**config.mk**
```make
export PLATFORM = sky130hd
export DESIGN_NAME = ext_trig_detect
export DESIGN_NICKNAME = d
export VERILOG_FILES = /design/src/rtl/ext_trig_pkg.sv /design/src/rtl/ext_trig_sync.sv /design/src/rtl/ext_trig_cond.sv /design/src/rtl/ext_trig_detect.sv
export SDC_FILE = /design/constraint.sdc
export NUM_CORES = 1
export LEC_CHECK = 0
export BUFFER_PORTS_ARGS = -buffer_cell sky130_fd_sc_hd__buf_2
export CAP_MARGIN = 20
export CELL_PAD_IN_SITES_DETAIL_PLACEMENT = 0
export CELL_PAD_IN_SITES_GLOBAL_PLACEMENT = 2
export CORE_AREA = 3 3 40 42
export CTS_BUF_LIST = sky130_fd_sc_hd__clkbuf_2
export DETAILED_ROUTE_END_ITERATION = 12
export DIE_AREA = 0 0 43 45
export PLACE_DENSITY_LB_ADDON = 0.2
export SLEW_MARGIN = 10
export SYNTH_ARGS = -nofsm -noshare
export SYNTH_HDL_FRONTEND = slang
export SYNTH_SLANG_ARGS = --single-unit
```
**constraint.sdc**
```tcl
create_clock -name clk -period 1.2 [get_ports clk]
set_input_delay 0.06 -clock clk [delete_from_list [all_inputs] [get_ports clk]]
set_output_delay 0.06 -clock clk [all_outputs]
set_load 0.02 [all_outputs]
```
**src/rtl/ext_trig_pkg.sv**
```systemverilog
package ext_trig_pkg;

    typedef enum logic [2:0] {
        COND_LOW  = 3'd0,
        COND_HIGH = 3'd1,
        COND_ANY  = 3'd2,
        COND_RISE = 3'd3,
        COND_FALL = 3'd4
    } trig_cond_e;

    localparam int NUM_COND = 5;

    typedef struct packed {
        logic prev;
        logic trig;
    } cond_state_t;

    function automatic int cfg_index(input int cond, input int pin, input int pins);
        return cond * pins + pin;
    endfunction

endpackage

```
**src/rtl/ext_trig_sync.sv**
```systemverilog
module ext_trig_sync #(
    parameter int STAGES = 2
) (
    input  logic clk,
    input  logic rst_n,
    input  logic din,
    output logic dout
);
    logic [STAGES-1:0] chain_d, chain_q;

    always_comb begin
        chain_d = {chain_q[STAGES-2:0], din};
    end

    always_ff @(posedge clk or negedge rst_n) begin
        if (!rst_n) chain_q <= '0;
        else        chain_q <= chain_d;
    end

    assign dout = chain_q[STAGES-1];
endmodule

```
**src/rtl/ext_trig_cond.sv**
```systemverilog
module ext_trig_cond
    import ext_trig_pkg::*;
(
    input  logic                clk,
    input  logic                rst_n,
    input  logic                sync_in,
    input  logic [NUM_COND-1:0] arm,
    output logic                trig
);
    cond_state_t         st_d, st_q;
    logic [NUM_COND-1:0] hits;

    always_comb begin
        hits            = '0;
        hits[COND_LOW]  = ~sync_in;
        hits[COND_HIGH] = sync_in;
        hits[COND_ANY]  = sync_in ^ st_q.prev;
        hits[COND_RISE] = sync_in & ~st_q.prev;
        hits[COND_FALL] = ~sync_in & st_q.prev;
        st_d.prev       = sync_in;
        st_d.trig       = |(hits & arm);
    end

    always_ff @(posedge clk or negedge rst_n) begin
        if (!rst_n) st_q <= '0;
        else        st_q <= st_d;
    end

    assign trig = st_q.trig;
endmodule

```
**src/rtl/ext_trig_detect.sv**
```systemverilog
module ext_trig_detect
    import ext_trig_pkg::*;
#(
    parameter  int NUM_PINS    = 2,
    parameter  int SYNC_STAGES = 2,
    localparam int CFG_W       = NUM_COND * NUM_PINS
) (
    input  logic                clk,
    input  logic                rst_n,
    input  logic [CFG_W-1:0]    cond_cfg,
    input  logic [NUM_PINS-1:0] pin_raw,
    output logic [NUM_PINS-1:0] pin_trig
);
    logic [NUM_PINS-1:0] pin_sync;

    for (genvar p = 0; p < NUM_PINS; p++) begin : g_pin
        logic [NUM_COND-1:0] arm;

        for (genvar c = 0; c < NUM_COND; c++) begin : g_arm
            assign arm[c] = cond_cfg[cfg_index(c, p, NUM_PINS)];
        end

        ext_trig_sync #(.STAGES(SYNC_STAGES)) sync_i (
            .clk  (clk),
            .rst_n(rst_n),
            .din  (pin_raw[p]),
            .dout (pin_sync[p])
        );

        ext_trig_cond cond_i (
            .clk    (clk),
            .rst_n  (rst_n),
            .sync_in(pin_sync[p]),
            .arm    (arm),
            .trig   (pin_trig[p])
        );
    end
endmodule

```
==> results_tabular.tex <==
\begin{tabular}{lr}
\hline
Metric & Value \\
\hline
\multicolumn{2}{l}{\textbf{Worst setup path}} \\
\quad Critical Path Sink & g\_pin[0].cond\_i.trig\$\_DFF\_PN0\_ \\
\quad CP startpoint & g\_pin[0].sync\_i.chain\_q[1]\$\_DFF\_PN0\_ \\
\quad Worst flop-to-flop path endpoint & g\_pin[0].cond\_i.trig\$\_DFF\_PN0\_ \\
\quad Sort of element at the end of the critical path & flip-flop \\
\quad Data arrival, critical path & 1120 ps \\
\quad Worst stage delay on the critical path & 400 ps \\
\quad Critical path's slowest cell & sky130\_fd\_sc\_hd\_\_dfrtp\_1 \\
\quad Crit-path cells & inv\_1 > ha\_1 > a22oi\_1 > nand3\_1 \\
\quad Length in cells of the worst reg-to-reg path & 4 \\
\quad Required time of the critical path & 1310 ps \\
\quad Peak fanout along the critical path & 4 \\
\quad Critical register-to-register path startpoint & g\_pin[0].sync\_i.chain\_q[1]\$\_DFF\_PN0\_ \\
\quad Reg-to-reg setup timing slack & 180 ps \\
\quad Worst setup path class & flip-flop to flip-flop \\
\quad Kind of launch point of the worst setup path & flip-flop \\
\multicolumn{2}{l}{\textbf{Timing}} \\
\quad Final hold slack & 46.8 ps \\
\quad Aggregate negative setup slack & 0 ps \\
\quad Final hold vios & 0 \\
\quad Total of endpoints with negative setup slack in the final report & 0 \\
\quad Worst clock skew & 3.42 ps \\
\quad Setup repair after global routing missed its margin & false \\
\quad Portion of the clock cycle consumed by the worst path in the final layout & 0.847 \\
\quad Worst slew pin tran & 175 ps \\
\quad Final critical path time including I/O delays and setup & 1020 ps \\
\quad Slew margin rel. & 0.884 \\
\quad Max Transition Viols Final & 0 \\
\quad Max Clk Rate & 984 MHz \\
\multicolumn{2}{l}{\textbf{GRT}} \\
\quad Vias in the first global route & 228 \\
\quad Global route overflow & 0 \\
\quad Number of antenna violations at the first check in global routing & 0 \\
\quad Overall routing resource usage & 0.0667 \\
\quad Wire length of the first global-routing pass & 897 um \\
\quad Pin count of the biggest net entering global routing & 9 \\
\multicolumn{2}{l}{\textbf{Die}} \\
\quad I/O pin cnt & 16 \\
\quad Initial standard-cell utilization of the core & 0.263 \\
\quad Count of standard-cell rows & 13 \\
\quad X dimension of the die & 43 um \\
\quad Overall die area & 1940 um2 \\
\quad Vert. Die Dim & 45 um \\
\quad Core ar. & 1280 um2 \\
\multicolumn{2}{l}{\textbf{Clocking}} \\
\quad Clock latency on the worst-skew pair & 220 ps \\
\quad Clock Pin Slew Worst Setup and Hold Paths & 70 ps \\
\quad Number of gates resized after cts & 0 \\
\quad CTS Root Buffer Type & sky130\_fd\_sc\_hd\_\_clkbuf\_2 \\
\quad Maximum count of clock buffers along a single path & 2 \\
\quad Number of buffers inserted during clock tree synthesis & 3 \\
\quad Post CTS Setup Buffer Count & 0 \\
\quad CTS tree & built \\
\quad H-Tree Depth & 1 \\
\quad Sink count of the clock tree & 8 \\
\multicolumn{2}{l}{\textbf{Place}} \\
\quad RePlAce Congestion & 0.605 \\
\quad Count of buffers from port buffering & 15 \\
\quad Detailed placer's ending HPWL & 449 um \\
\multicolumn{2}{l}{\textbf{Routing}} \\
\quad DRC viols & 0 \\
\quad Violation count after the first detailed-routing iteration & 2 \\
\quad Number of search-and-repair iterations in the first detailed-routing pass & 2 \\
\quad Detail-routed via count per cell & 4.00 \\
\quad Post-DRT Antenna Nets & 0 \\
\quad Via total after detailed routing & 240 \\
\quad Detailed Route WL & 560 um \\
\quad Avg WL per Cell & 9.33 um \\
\multicolumn{2}{l}{\textbf{Yosys}} \\
\quad Netlist area before placement & 338 um2 \\
\quad Number of nets produced by synthesis & 44 \\
\quad Avg Inst Size Synth & 13.0 um2 \\
\quad Instance count of the mapped netlist & 26 \\
\quad Share of synthesized area occupied by flip-flops and latches & 0.593 \\
\quad Total of flip-flops plus latches after synthesis & 8 \\
\quad Count of warnings emitted by yosys & 0 \\
\quad Synth cell types & 8 \\
\multicolumn{2}{l}{\textbf{Run status}} \\
\quad Run status & completed \\
\multicolumn{2}{l}{\textbf{Power}} \\
\quad Leak pwr & 0.250 nW \\
\quad Power Density & 1120 nW/um2 \\
\quad Maximum VDD drop & 688 uV \\
\multicolumn{2}{l}{\textbf{Layout}} \\
\quad Final nets & 65 \\
\quad Filler Cell Count & 123 \\
\quad N\_diodes & 0 \\
\quad Share of final-layout standard cells stronger than drive strength 1 & 0.400 \\
\quad Layout Area Growth over Synthesis & 36.7\% \\
\multicolumn{2}{l}{\textbf{Min path}} \\
\quad Worst hold path class & input port to flip-flop \\
\multicolumn{2}{l}{\textbf{Job}} \\
\quad Max-cap violation count & 0 \\
\hline
\end{tabular}
[worst min path at each step]
stage           startpoint  depth (start not counted)                                   end  slack [ps]
3_5_place_dp         rst_n                          1     g_pin[1].cond_i.st_q[1]$_DFF_PN0_         -90
5_1_grt        cond_cfg[5]                          3        g_pin[1].cond_i.trig$_DFF_PN0_          50
6_report       cond_cfg[5]                          3        g_pin[1].cond_i.trig$_DFF_PN0_          50
3_3_place_gp         rst_n                          1  g_pin[1].sync_i.chain_q[1]$_DFF_PN0_         -90
4_1_cts        cond_cfg[5]                          3        g_pin[1].cond_i.trig$_DFF_PN0_          30
2_1_floorplan        rst_n                          0     g_pin[0].cond_i.st_q[1]$_DFF_PN0_        -240
[power breakdown]
part | internal, W | leakage (nW) | switching [W]
clock network | 0.0000681 | 0.0125 | 0.0000815
logic | 0.0000400 | 0.147 | 0.0000325
registers | 0.000286 | 0.0909 | 0.00000790
total | 0.000394 | 0.250 | 0.000122
[repair_timing]
| item | in CTS | in global routing |
|---|---|---|
| hold buffers | 3 | 0 |
| hold endpoints to repair | 10 | 0 |
| endpoints found under the setup margin | 0 | 0 |
[flip-flops by register name (all words and copies together), names as in the netlist]
signal                count
g_pin.cond_i.trig         2
g_pin.sync_i.chain_q      4
g_pin.cond_i.st_q         2
[metal layers]
layer / wire (um) / global-route usage / up-vias
met4: 0 / 0.0361 / 0
met5: 0 / 0 / -
li1: - / - / 122
met1: 233 / 0.0727 / 110
met2: 287 / 0.0958 / 8
met3: 39 / 0.0478 / 0
[logic make-up (layout without fill, tap and decap cells)]
logic type      after synthesis  after routing  share of synthesized area
compound gates                2              2                     0.0444
simple gates                  4              4                     0.0667
flops                         8              8                      0.593
buf+inv                       6             25                     0.0889
mux                           2              2                     0.0593
fa+ha+maj                     4              4                      0.148
[cells in the final DEF (no fill, tap or decap)]
cell / n
sky130_fd_sc_hd__mux2i_1: 2
sky130_fd_sc_hd__dlygate4sd3_1: 3
sky130_fd_sc_hd__clkbuf_2: 3
sky130_fd_sc_hd__dfrtp_1: 8
sky130_fd_sc_hd__a22oi_1: 2
sky130_fd_sc_hd__nand3_1: 2
sky130_fd_sc_hd__nand2b_1: 2
sky130_fd_sc_hd__inv_1: 4
sky130_fd_sc_hd__ha_1: 4
sky130_fd_sc_hd__buf_2: 15
[through the flow]
step / power, W / instance area (um2) / instances / worst slack [ps] / util
after CTS: 0.000529 / 462 / 60 / 148 / 0.359
after global routing: 0.000554 / 462 / 60 / 96.1 / 0.359
after detailed placement: 0.000367 / 417 / 54 / 159 / 0.324
final: 0.000516 / 462 / 60 / 184 / 0.359
after floorplan: 0.000338 / 338 / 26 / 244 / -
after global placement: 0.000363 / 417 / 54 / 195 / 0.324
[cells in the mapped netlist]
| cell | count | area share |
|---|---|---|
| sky130_fd_sc_hd__inv_1 | 4 | 0.044 |
| sky130_fd_sc_hd__nand2b_1 | 2 | 0.037 |
| sky130_fd_sc_hd__a22oi_1 | 2 | 0.044 |
| sky130_fd_sc_hd__ha_1 | 4 | 0.15 |
| sky130_fd_sc_hd__mux2i_1 | 2 | 0.059 |
| sky130_fd_sc_hd__buf_4 | 2 | 0.044 |
| sky130_fd_sc_hd__nand3_1 | 2 | 0.030 |
| sky130_fd_sc_hd__dfrtp_1 | 8 | 0.59 |
[area by class of cell]
class	instances	area [um2]	share of cell area
Sequential cell	8	200	0.434
Multi-Input combinational cell	12	108	0.233
Timing Repair Buffer	18	105	0.228
Tap cell	15	18.8	0.0407
Clock buffer	3	15.0	0.0325
Inverter	4	15.0	0.0325
[critical path, delay by kind of cell (launching register included)]
family	cells	cell delay, ps
AO/OA/AOI/OAI	1	180
AND/OR/NAND/NOR	1	90
buffers and inverters	1	60
flip-flops	1	400
adder cells (fa/ha/maj)	1	170
No activity file was read; power rests on OpenSTA's default activity.
